File: src/rtl/defl_pkg.sv
// Package: shared widths, port indices and the flit layout of the
// deflection router. Assumes a 2D mesh with one local port.
package defl_pkg;
    localparam int COORD_W  = 2;
    localparam int AGE_W    = 8;
    localparam int DATA_W   = 32;
    localparam int NUM_NET  = 4;
    localparam int NUM_SLOT = NUM_NET + 1;
    localparam int RANK_W   = $clog2(NUM_SLOT);
    localparam int CNT_W    = $clog2(NUM_NET + 1);

    localparam int PORT_N = 0;
    localparam int PORT_E = 1;
    localparam int PORT_S = 2;
    localparam int PORT_W = 3;
    localparam int PORT_L = 4;

    typedef struct packed {
        logic [COORD_W-1:0] dy;
        logic [COORD_W-1:0] dx;
        logic [AGE_W-1:0]   age;
        logic [DATA_W-1:0]  data;
    } flit_t;

    localparam int FLIT_W = $bits(flit_t);
endpackage

File: src/rtl/defl_xy_route.sv
// Module: productive-port selection by X-then-Y dimension order.
// Output is one-hot over N,E,S,W,Local. Assumes y grows toward north.
module defl_xy_route
    import defl_pkg::*;
(
    input  logic [COORD_W-1:0]  here_x,
    input  logic [COORD_W-1:0]  here_y,
    input  logic [COORD_W-1:0]  dest_x,
    input  logic [COORD_W-1:0]  dest_y,
    output logic [NUM_SLOT-1:0] want
);
    // pick the single productive direction
    always_comb begin
        want = '0;
        if (dest_x > here_x)      want[PORT_E] = 1'b1;
        else if (dest_x < here_x) want[PORT_W] = 1'b1;
        else if (dest_y > here_y) want[PORT_N] = 1'b1;
        else if (dest_y < here_y) want[PORT_S] = 1'b1;
        else                      want[PORT_L] = 1'b1;
    end
endmodule

File: src/rtl/defl_rank_stage.sv
// Module: pipeline stage one. Ages each candidate by one hop (saturating),
// resets the age of the injected candidate, computes productive ports and
// a unique service rank (0 = served first), then registers all of it.
// Assumes slot NUM_NET is the local injection slot.
module defl_rank_stage
    import defl_pkg::*;
(
    input  logic                clk,
    input  logic                rst_n,
    input  logic [COORD_W-1:0]  here_x,
    input  logic [COORD_W-1:0]  here_y,
    input  logic [NUM_SLOT-1:0] cand_valid,
    input  flit_t               cand_flit [NUM_SLOT],
    output logic [NUM_SLOT-1:0] s1_valid,
    output flit_t               s1_flit   [NUM_SLOT],
    output logic [NUM_SLOT-1:0] s1_want   [NUM_SLOT],
    output logic [RANK_W-1:0]   s1_rank   [NUM_SLOT]
);
    flit_t               aged   [NUM_SLOT];
    logic [NUM_SLOT-1:0] want_d [NUM_SLOT];
    logic [RANK_W-1:0]   rank_d [NUM_SLOT];

    function automatic logic beats(input logic vi, input logic vj,
                                   input logic [AGE_W-1:0] ai,
                                   input logic [AGE_W-1:0] aj,
                                   input int i, input int j);
        return vi && (!vj || (ai > aj) || ((ai == aj) && (i < j)));
    endfunction

    for (genvar g = 0; g < NUM_SLOT; g++) begin : g_route
        defl_xy_route u_route (
            .here_x (here_x),
            .here_y (here_y),
            .dest_x (cand_flit[g].dx),
            .dest_y (cand_flit[g].dy),
            .want   (want_d[g])
        );
    end

    // hop-count the ages: saturate transit flits, zero the injected one
    always_comb begin
        for (int i = 0; i < NUM_SLOT; i++) begin
            aged[i] = cand_flit[i];
            if (i < NUM_NET) begin
                if (cand_flit[i].age != '1)
                    aged[i].age = cand_flit[i].age + AGE_W'(1);
            end else begin
                aged[i].age = '0;
            end
        end
    end

    // rank = number of candidates that beat this one
    always_comb begin
        for (int j = 0; j < NUM_SLOT; j++) begin
            logic [RANK_W-1:0] cnt;
            cnt = '0;
            for (int i = 0; i < NUM_SLOT; i++) begin
                if (i != j && beats(cand_valid[i], cand_valid[j],
                                    aged[i].age, aged[j].age, i, j))
                    cnt = cnt + RANK_W'(1);
            end
            rank_d[j] = cnt;
        end
    end

    // stage-one pipeline registers
    always_ff @(posedge clk) begin
        if (!rst_n) begin
            s1_valid <= '0;
            for (int i = 0; i < NUM_SLOT; i++) begin
                s1_flit[i] <= '0;
                s1_want[i] <= '0;
                s1_rank[i] <= '0;
            end
        end else begin
            s1_valid <= cand_valid;
            for (int i = 0; i < NUM_SLOT; i++) begin
                s1_flit[i] <= aged[i];
                s1_want[i] <= want_d[i];
                s1_rank[i] <= rank_d[i];
            end
        end
    end

    for (genvar a = 0; a < NUM_SLOT; a++) begin : g_pa
        for (genvar b = 0; b < NUM_SLOT; b++) begin : g_pb
            if (a < b) begin : g_lt

                older_first_chk: assert property (@(posedge clk) disable iff (!rst_n)
                    (s1_valid[a] && s1_valid[b] && (s1_flit[a].age >= s1_flit[b].age))
                    |-> (s1_rank[a] < s1_rank[b]));
            end else if (a > b) begin : g_gt

                strict_older_chk: assert property (@(posedge clk) disable iff (!rst_n)
                    (s1_valid[a] && s1_valid[b] && (s1_flit[a].age > s1_flit[b].age))
                    |-> (s1_rank[a] < s1_rank[b]));
            end
        end
    end
endmodule

File: src/rtl/defl_alloc_stage.sv
// Module: pipeline stage two. Serves candidates in rank order: productive
// port if free, else the lowest free network port (force schedule), then
// registers the crossbar result. Assumes admission already guaranteed that
// a free network port exists for every non-ejecting candidate.
module defl_alloc_stage
    import defl_pkg::*;
(
    input  logic                clk,
    input  logic                rst_n,
    input  logic [NUM_SLOT-1:0] s1_valid,
    input  flit_t               s1_flit [NUM_SLOT],
    input  logic [NUM_SLOT-1:0] s1_want [NUM_SLOT],
    input  logic [RANK_W-1:0]   s1_rank [NUM_SLOT],
    output logic [NUM_SLOT-1:0] port_valid,
    output flit_t               port_flit [NUM_SLOT]
);
    logic [NUM_SLOT-1:0] grant [NUM_SLOT];
    logic [NUM_SLOT-1:0] col   [NUM_SLOT];
    logic [NUM_SLOT-1:0] nxt_valid;
    flit_t               nxt_flit [NUM_SLOT];

    // rank-ordered port claim with forced fallback
    always_comb begin
        logic [NUM_SLOT-1:0] taken;
        logic [NUM_SLOT-1:0] alt;
        taken = '0;
        alt   = '0;
        for (int s = 0; s < NUM_SLOT; s++) grant[s] = '0;
        for (int r = 0; r < NUM_SLOT; r++) begin
            for (int s = 0; s < NUM_SLOT; s++) begin
                if (s1_valid[s] && (s1_rank[s] == RANK_W'(r))) begin
                    if ((s1_want[s] & ~taken) != '0) begin
                        grant[s] = s1_want[s];
                    end else begin
                        alt = '0;
                        for (int p = NUM_NET - 1; p >= 0; p--) begin
                            if (!taken[p]) begin
                                alt    = '0;
                                alt[p] = 1'b1;
                            end
                        end
                        grant[s] = alt;
                    end
                    taken = taken | grant[s];
                end
            end
        end
    end

    // crossbar: route each granted flit to its output
    always_comb begin
        for (int p = 0; p < NUM_SLOT; p++) begin
            nxt_valid[p] = 1'b0;
            nxt_flit[p]  = '0;
            for (int s = 0; s < NUM_SLOT; s++) begin
                col[p][s] = grant[s][p];
                if (grant[s][p]) begin
                    nxt_valid[p] = 1'b1;
                    nxt_flit[p]  = s1_flit[s];
                end
            end
        end
    end

    // output link registers
    always_ff @(posedge clk) begin
        if (!rst_n) begin
            port_valid <= '0;
            for (int p = 0; p < NUM_SLOT; p++) port_flit[p] <= '0;
        end else begin
            port_valid <= nxt_valid;
            for (int p = 0; p < NUM_SLOT; p++) port_flit[p] <= nxt_flit[p];
        end
    end

    for (genvar s = 0; s < NUM_SLOT; s++) begin : g_slot_chk

        every_flit_placed_chk: assert property (@(posedge clk) disable iff (!rst_n)
            s1_valid[s] |-> ($countones(grant[s]) == 1));

        eject_only_local_chk: assert property (@(posedge clk) disable iff (!rst_n)
            grant[s][PORT_L] |-> s1_want[s][PORT_L]);

        winner_productive_chk: assert property (@(posedge clk) disable iff (!rst_n)
            (s1_valid[s] && (s1_rank[s] == '0)) |-> (grant[s] == s1_want[s]));
    end

    for (genvar p = 0; p < NUM_SLOT; p++) begin : g_port_chk

        one_per_link_chk: assert property (@(posedge clk) disable iff (!rst_n)
            $onehot0(col[p]));
    end


    flit_count_chk: assert property (@(posedge clk) disable iff (!rst_n)
        1'b1 |=> ($countones(port_valid) == $past($countones(s1_valid))));
endmodule

File: src/rtl/deflect_router.sv
// Module: top of the bufferless deflection router node. Decides local
// injection admission, then runs the rank stage and the allocation stage.
// Assumes links at a mesh edge are looped back outside this block, so a
// deflection onto them is never lost.
module deflect_router
    import defl_pkg::*;
(
    input  logic                             clk,
    input  logic                             rst_n,
    input  logic [COORD_W-1:0]               node_x,
    input  logic [COORD_W-1:0]               node_y,
    input  logic [NUM_NET-1:0]               net_in_valid,
    input  logic [NUM_NET-1:0][FLIT_W-1:0]   net_in_flit,
    input  logic                             inj_valid,
    input  logic [FLIT_W-1:0]                inj_flit,
    output logic                             inj_accept,
    output logic [NUM_NET-1:0]               net_out_valid,
    output logic [NUM_NET-1:0][FLIT_W-1:0]   net_out_flit,
    output logic                             ej_valid,
    output logic [FLIT_W-1:0]                ej_flit
);
    flit_t               cand_flit [NUM_SLOT];
    logic [NUM_SLOT-1:0] cand_valid;
    logic [CNT_W-1:0]    n_busy;
    logic                local_hit;
    logic                room;

    logic [NUM_SLOT-1:0] s1_valid;
    flit_t               s1_flit [NUM_SLOT];
    logic [NUM_SLOT-1:0] s1_want [NUM_SLOT];
    logic [RANK_W-1:0]   s1_rank [NUM_SLOT];
    logic [NUM_SLOT-1:0] port_valid;
    flit_t               port_flit [NUM_SLOT];

    // unpack link inputs into candidate slots
    always_comb begin
        for (int i = 0; i < NUM_NET; i++) cand_flit[i] = flit_t'(net_in_flit[i]);
        cand_flit[NUM_NET] = flit_t'(inj_flit);
    end

    // admission: a free network link must remain after transit flits
    always_comb begin
        n_busy    = '0;
        local_hit = 1'b0;
        for (int i = 0; i < NUM_NET; i++) begin
            if (net_in_valid[i]) begin
                n_busy = n_busy + CNT_W'(1);
                if (cand_flit[i].dx == node_x && cand_flit[i].dy == node_y)
                    local_hit = 1'b1;
            end
        end
        room = (n_busy < CNT_W'(NUM_NET)) || local_hit;
    end

    assign inj_accept = inj_valid && room;
    assign cand_valid = {inj_accept, net_in_valid};

    defl_rank_stage u_rank (
        .clk        (clk),
        .rst_n      (rst_n),
        .here_x     (node_x),
        .here_y     (node_y),
        .cand_valid (cand_valid),
        .cand_flit  (cand_flit),
        .s1_valid   (s1_valid),
        .s1_flit    (s1_flit),
        .s1_want    (s1_want),
        .s1_rank    (s1_rank)
    );

    defl_alloc_stage u_alloc (
        .clk        (clk),
        .rst_n      (rst_n),
        .s1_valid   (s1_valid),
        .s1_flit    (s1_flit),
        .s1_want    (s1_want),
        .s1_rank    (s1_rank),
        .port_valid (port_valid),
        .port_flit  (port_flit)
    );

    // drive the link outputs from the registered crossbar
    always_comb begin
        for (int i = 0; i < NUM_NET; i++) net_out_flit[i] = port_flit[i];
    end
    assign net_out_valid = port_valid[NUM_NET-1:0];
    assign ej_valid      = port_valid[PORT_L];
    assign ej_flit       = port_flit[PORT_L];
endmodule

File: config.mk
export PLATFORM = sky130hd
export DESIGN_NAME = deflect_router
export DESIGN_NICKNAME = d
export VERILOG_FILES = /design/src/rtl/defl_pkg.sv /design/src/rtl/defl_xy_route.sv /design/src/rtl/defl_rank_stage.sv /design/src/rtl/defl_alloc_stage.sv /design/src/rtl/deflect_router.sv
export SDC_FILE = /design/constraint.sdc
export NUM_CORES = 2
export LEC_CHECK = 0
export CAP_MARGIN = 5
export CORE_UTILIZATION = 40
export CTS_BUF_LIST = sky130_fd_sc_hd__clkbuf_16
export CTS_CLUSTER_DIAMETER = 150
export DETAILED_ROUTE_END_ITERATION = 8
export SETUP_SLACK_MARGIN = 0.05
export SYNTH_ARGS = -nofsm -noshare
export SYNTH_HDL_FRONTEND = slang
export SYNTH_SLANG_ARGS = --single-unit
export TNS_END_PERCENT = 20
File: constraint.sdc
create_clock -name clk -period 29.4 [get_ports clk]
set_input_delay 5.88 -clock clk [delete_from_list [all_inputs] [get_ports clk]]
set_output_delay 5.88 -clock clk [all_outputs]
set_load 0.03 [all_outputs]
==> results.ini <==
[outcome]
outcome=complete, no violations

[drt]
drtIter0Drc=3828
drt-pass1-iter-count=7
drc=0
vias=33700
wire_per_inst_um=25.7
viasPerCell=6.13
routed_wl_um=141000
drtAntennaViolNets=0

[clock_network]
cts_resized=0
clock-sinks=482
hold_buffers=0
cts_tree=built
h-tree-depth=2
post-cts-setup-buffer-count=0
cts_buffers=54
root_buffer=clkbuf_16
clk_pin_slew_ns=0.06
max-clock-path-buffers=3
insertion_delay_ns=0.63

[floorplanning]
coreArea_um2=79400
initial_utilization_pct=40.6
rows=103
die-area_um2=81800
ios=457
fp.dieW_um=286
die_y_um=286

[worst_setup_path]
crit_arrival_ns=24.06
critPathMaxFanout=31
cp-start-kind=flop
critical-path-slowest-cell=o41ai_2
cpPeakStageDelay_ns=0.86
cp-end-kind=flop
cp.buffers_inverters=1
crit_family=compound AO/OA/AOI/OAI gates
crit_required_ns=29.83
criticalPathCategory=flop to flop

[power_and_ir_drop]
p_int_w=0.00138
swShare_pct=37.1
combPwrFrac_pct=33.8
power.switching_w=0.000816
leakage_nw=16.1
clkPwrFrac_pct=32.8
p_per_area_nw_per_um2=55.7
peakVddDrop_v=0.0000474
seq_power_share_pct=33.4
power_w=0.00220

[synthesis]
synth_edf_count=0
synth-seq-cells=482
async_flop_share_pct=0
syn_nets=4429
yosys.area.top_type=dfxtp_1
ys_warn_count=0
synthCells=4111
syn_area_um2=32300
yosys_most_used_dff=dfxtp_1
ys_seq_area_share_pct=29.9
synth_top_area_share_pct=29.9
yosysUniqueCellTypes=121
syn_avg_cell_area_um2=7.85
synthTopCellsByArea=dfxtp_1 (30%), mux2i_1 (8.3%), nand2_1 (6.5%), o211ai_1 (4.3%), a21oi_1 (4.1%)

[sta]
worst_slew_pin_slew_ns=1.31
finalSetupViolations=0
timing.final.crit_share_pct=80.4
rsz0062_at_grt=false
hold_viol=0
fin_crit_ns=23.63
drv_slew=0
tns_ns=0
fin_worst_skew_ns=0.0246
slew_headroom_pct=10.3
fmax_mhz=42.3

[global_route]
grt_max_degree=141
grt.total_usage_pct=33.2
grt_pass1_wl_um=205000
grt_overflow=0
antenna_found_initial=14
grt_pass1_vias=31000

[layout]
drive_gt1_share_pct=6.91
syn_to_final_growth_pct=22.4
layout.nets=4705

[run]
cap_violations=0

[placement]
io_buffers=448
place.gp.congestion=1.10
dp_hpwl_um=96000

[worst_hold_path]
min_path_type=flop to flop

==> Yosys cell counts (all sizes together), types with 16 or more instances <==
cell and n:
dfxtp 482, ha 87, inv 129, nand2b 31, o31ai 27, and3 79
nor2b 27, nand2 560, mux2 122, nor3b 55, a211oi 45, nor4 17
o21ai 269, and2 211, o221ai 16, o21a 17, nor2 273, o211ai 192
clkbuf 240, o2111ai 17, buf 56, a21o 19, nand3 155, a31oi 55
mux2i 271, nand4 27, o311ai 21, xor2 16, a21oi 267, nor3 81
==> placed cells by master (no fill, tap or decap), types with 87 or more instances in the layout <==
master and instances:
nand3_1 152, and2_1 209, o211ai_1 185, nor2_1 271, clkdlybuf4s50_1 447, ha_1 87, o21ai_0 246, a21oi_1 260
nand2_1 558, dfxtp_1 482, inv_1 133, mux2i_1 269
==> per-layer routing <==
metal	vias up	part of all wire, %	global-route usage, %
met2	1834	44	52.5
li1	15500	-	-
met1	16000	41	42.8
met3	382	9.6	7.30
met4	4	5.0	15.2
met5	-	0.018	0
==> cell families after synthesis <==
kind of cell / share of synthesized area, %
and+or+nand+nor: 23.7
AOI/OAI and AO/OA: 24.0
DFF: 29.9
buffers and inverters: 5.48
muxes: 12.7
adders and majority gates: 3.37
xor gates and xnor gates: 0.787
==> state kept, by name, indices dropped and copies added, names as in the netlist <==
signal,flops
u_rank.s1_flit,212
u_rank.s1_want,25
u_alloc.port_valid,5
u_rank.s1_rank,15
u_rank.s1_valid,5
u_alloc.port_flit,220
==> power by group through the flow <==
stage | sequential (W) | clock [W] | combinational, W
6_report | 0.000734 | 0.000721 | 0.000742
5_1_grt | 0.000738 | 0.000762 | 0.000789
4_1_cts | 0.000733 | 0.000735 | 0.000722
3_5_place_dp | 0.000746 | 0 | 0.000718
3_3_place_gp | 0.000747 | 0 | 0.000717
2_1_floorplan | 0.000784 | 0 | 0.000422
==> final timing paths <==
path / start / end / slack, ns / depth (start not counted)
max: u_rank.s1_rank[12]$_SDFF_PN0_ / u_alloc.port_flit[42]$_SDFF_PN0_ / 5.77 / 57
min: u_rank.s1_flit[40]$_SDFF_PN0_ / u_alloc.port_flit[128]$_SDFF_PN0_ / 0.54 / 2
max reg2reg: u_rank.s1_rank[12]$_SDFF_PN0_ / u_alloc.port_flit[42]$_SDFF_PN0_ / 5.77 / 57
min reg2reg: u_rank.s1_flit[40]$_SDFF_PN0_ / u_alloc.port_flit[128]$_SDFF_PN0_ / 0.54 / 2
==> per-stage QoR <==
step / util (%) / hold WS (ns) / instance area [um2] / std cells / setup WS, ns
2_1_floorplan: - / 0.506 / 32300 / 4111 / 12.51
3_3_place_gp: 47.3 / 0.533 / 37600 / 5381 / 6.68
3_5_place_dp: 47.3 / 0.538 / 37600 / 5381 / 6.82
4_1_cts: 49.7 / 0.549 / 39400 / 5481 / 6.71
5_1_grt: 49.7 / 0.578 / 39500 / 5492 / 4.71
6_report: 49.7 / 0.544 / 39500 / 5492 / 5.77
==> area by class of cell <==
cell class | count | area [um2]
antenna | 11 | 27.5
clock buffer | 55 | 1380
clock inverter | 45 | 509
fill | 7737 | 39900
inverter | 131 | 492
multi-input combinational | 3202 | 21100
sequential | 482 | 9650
tap | 1050 | 1310
timing repair buffer | 516 | 5010
==> worst reg2reg max path, delay by kind of cell (launching register included) <==
family | cells | cell delay, ns
buffers and inverters | 1 | 0.78
AOI/OAI and AO/OA | 40 | 15.65
muxes | 3 | 1.48
and+or+nand+nor | 13 | 5.13
DFF | 1 | 0.40
No activity file was read; power rests on OpenSTA's default activity.
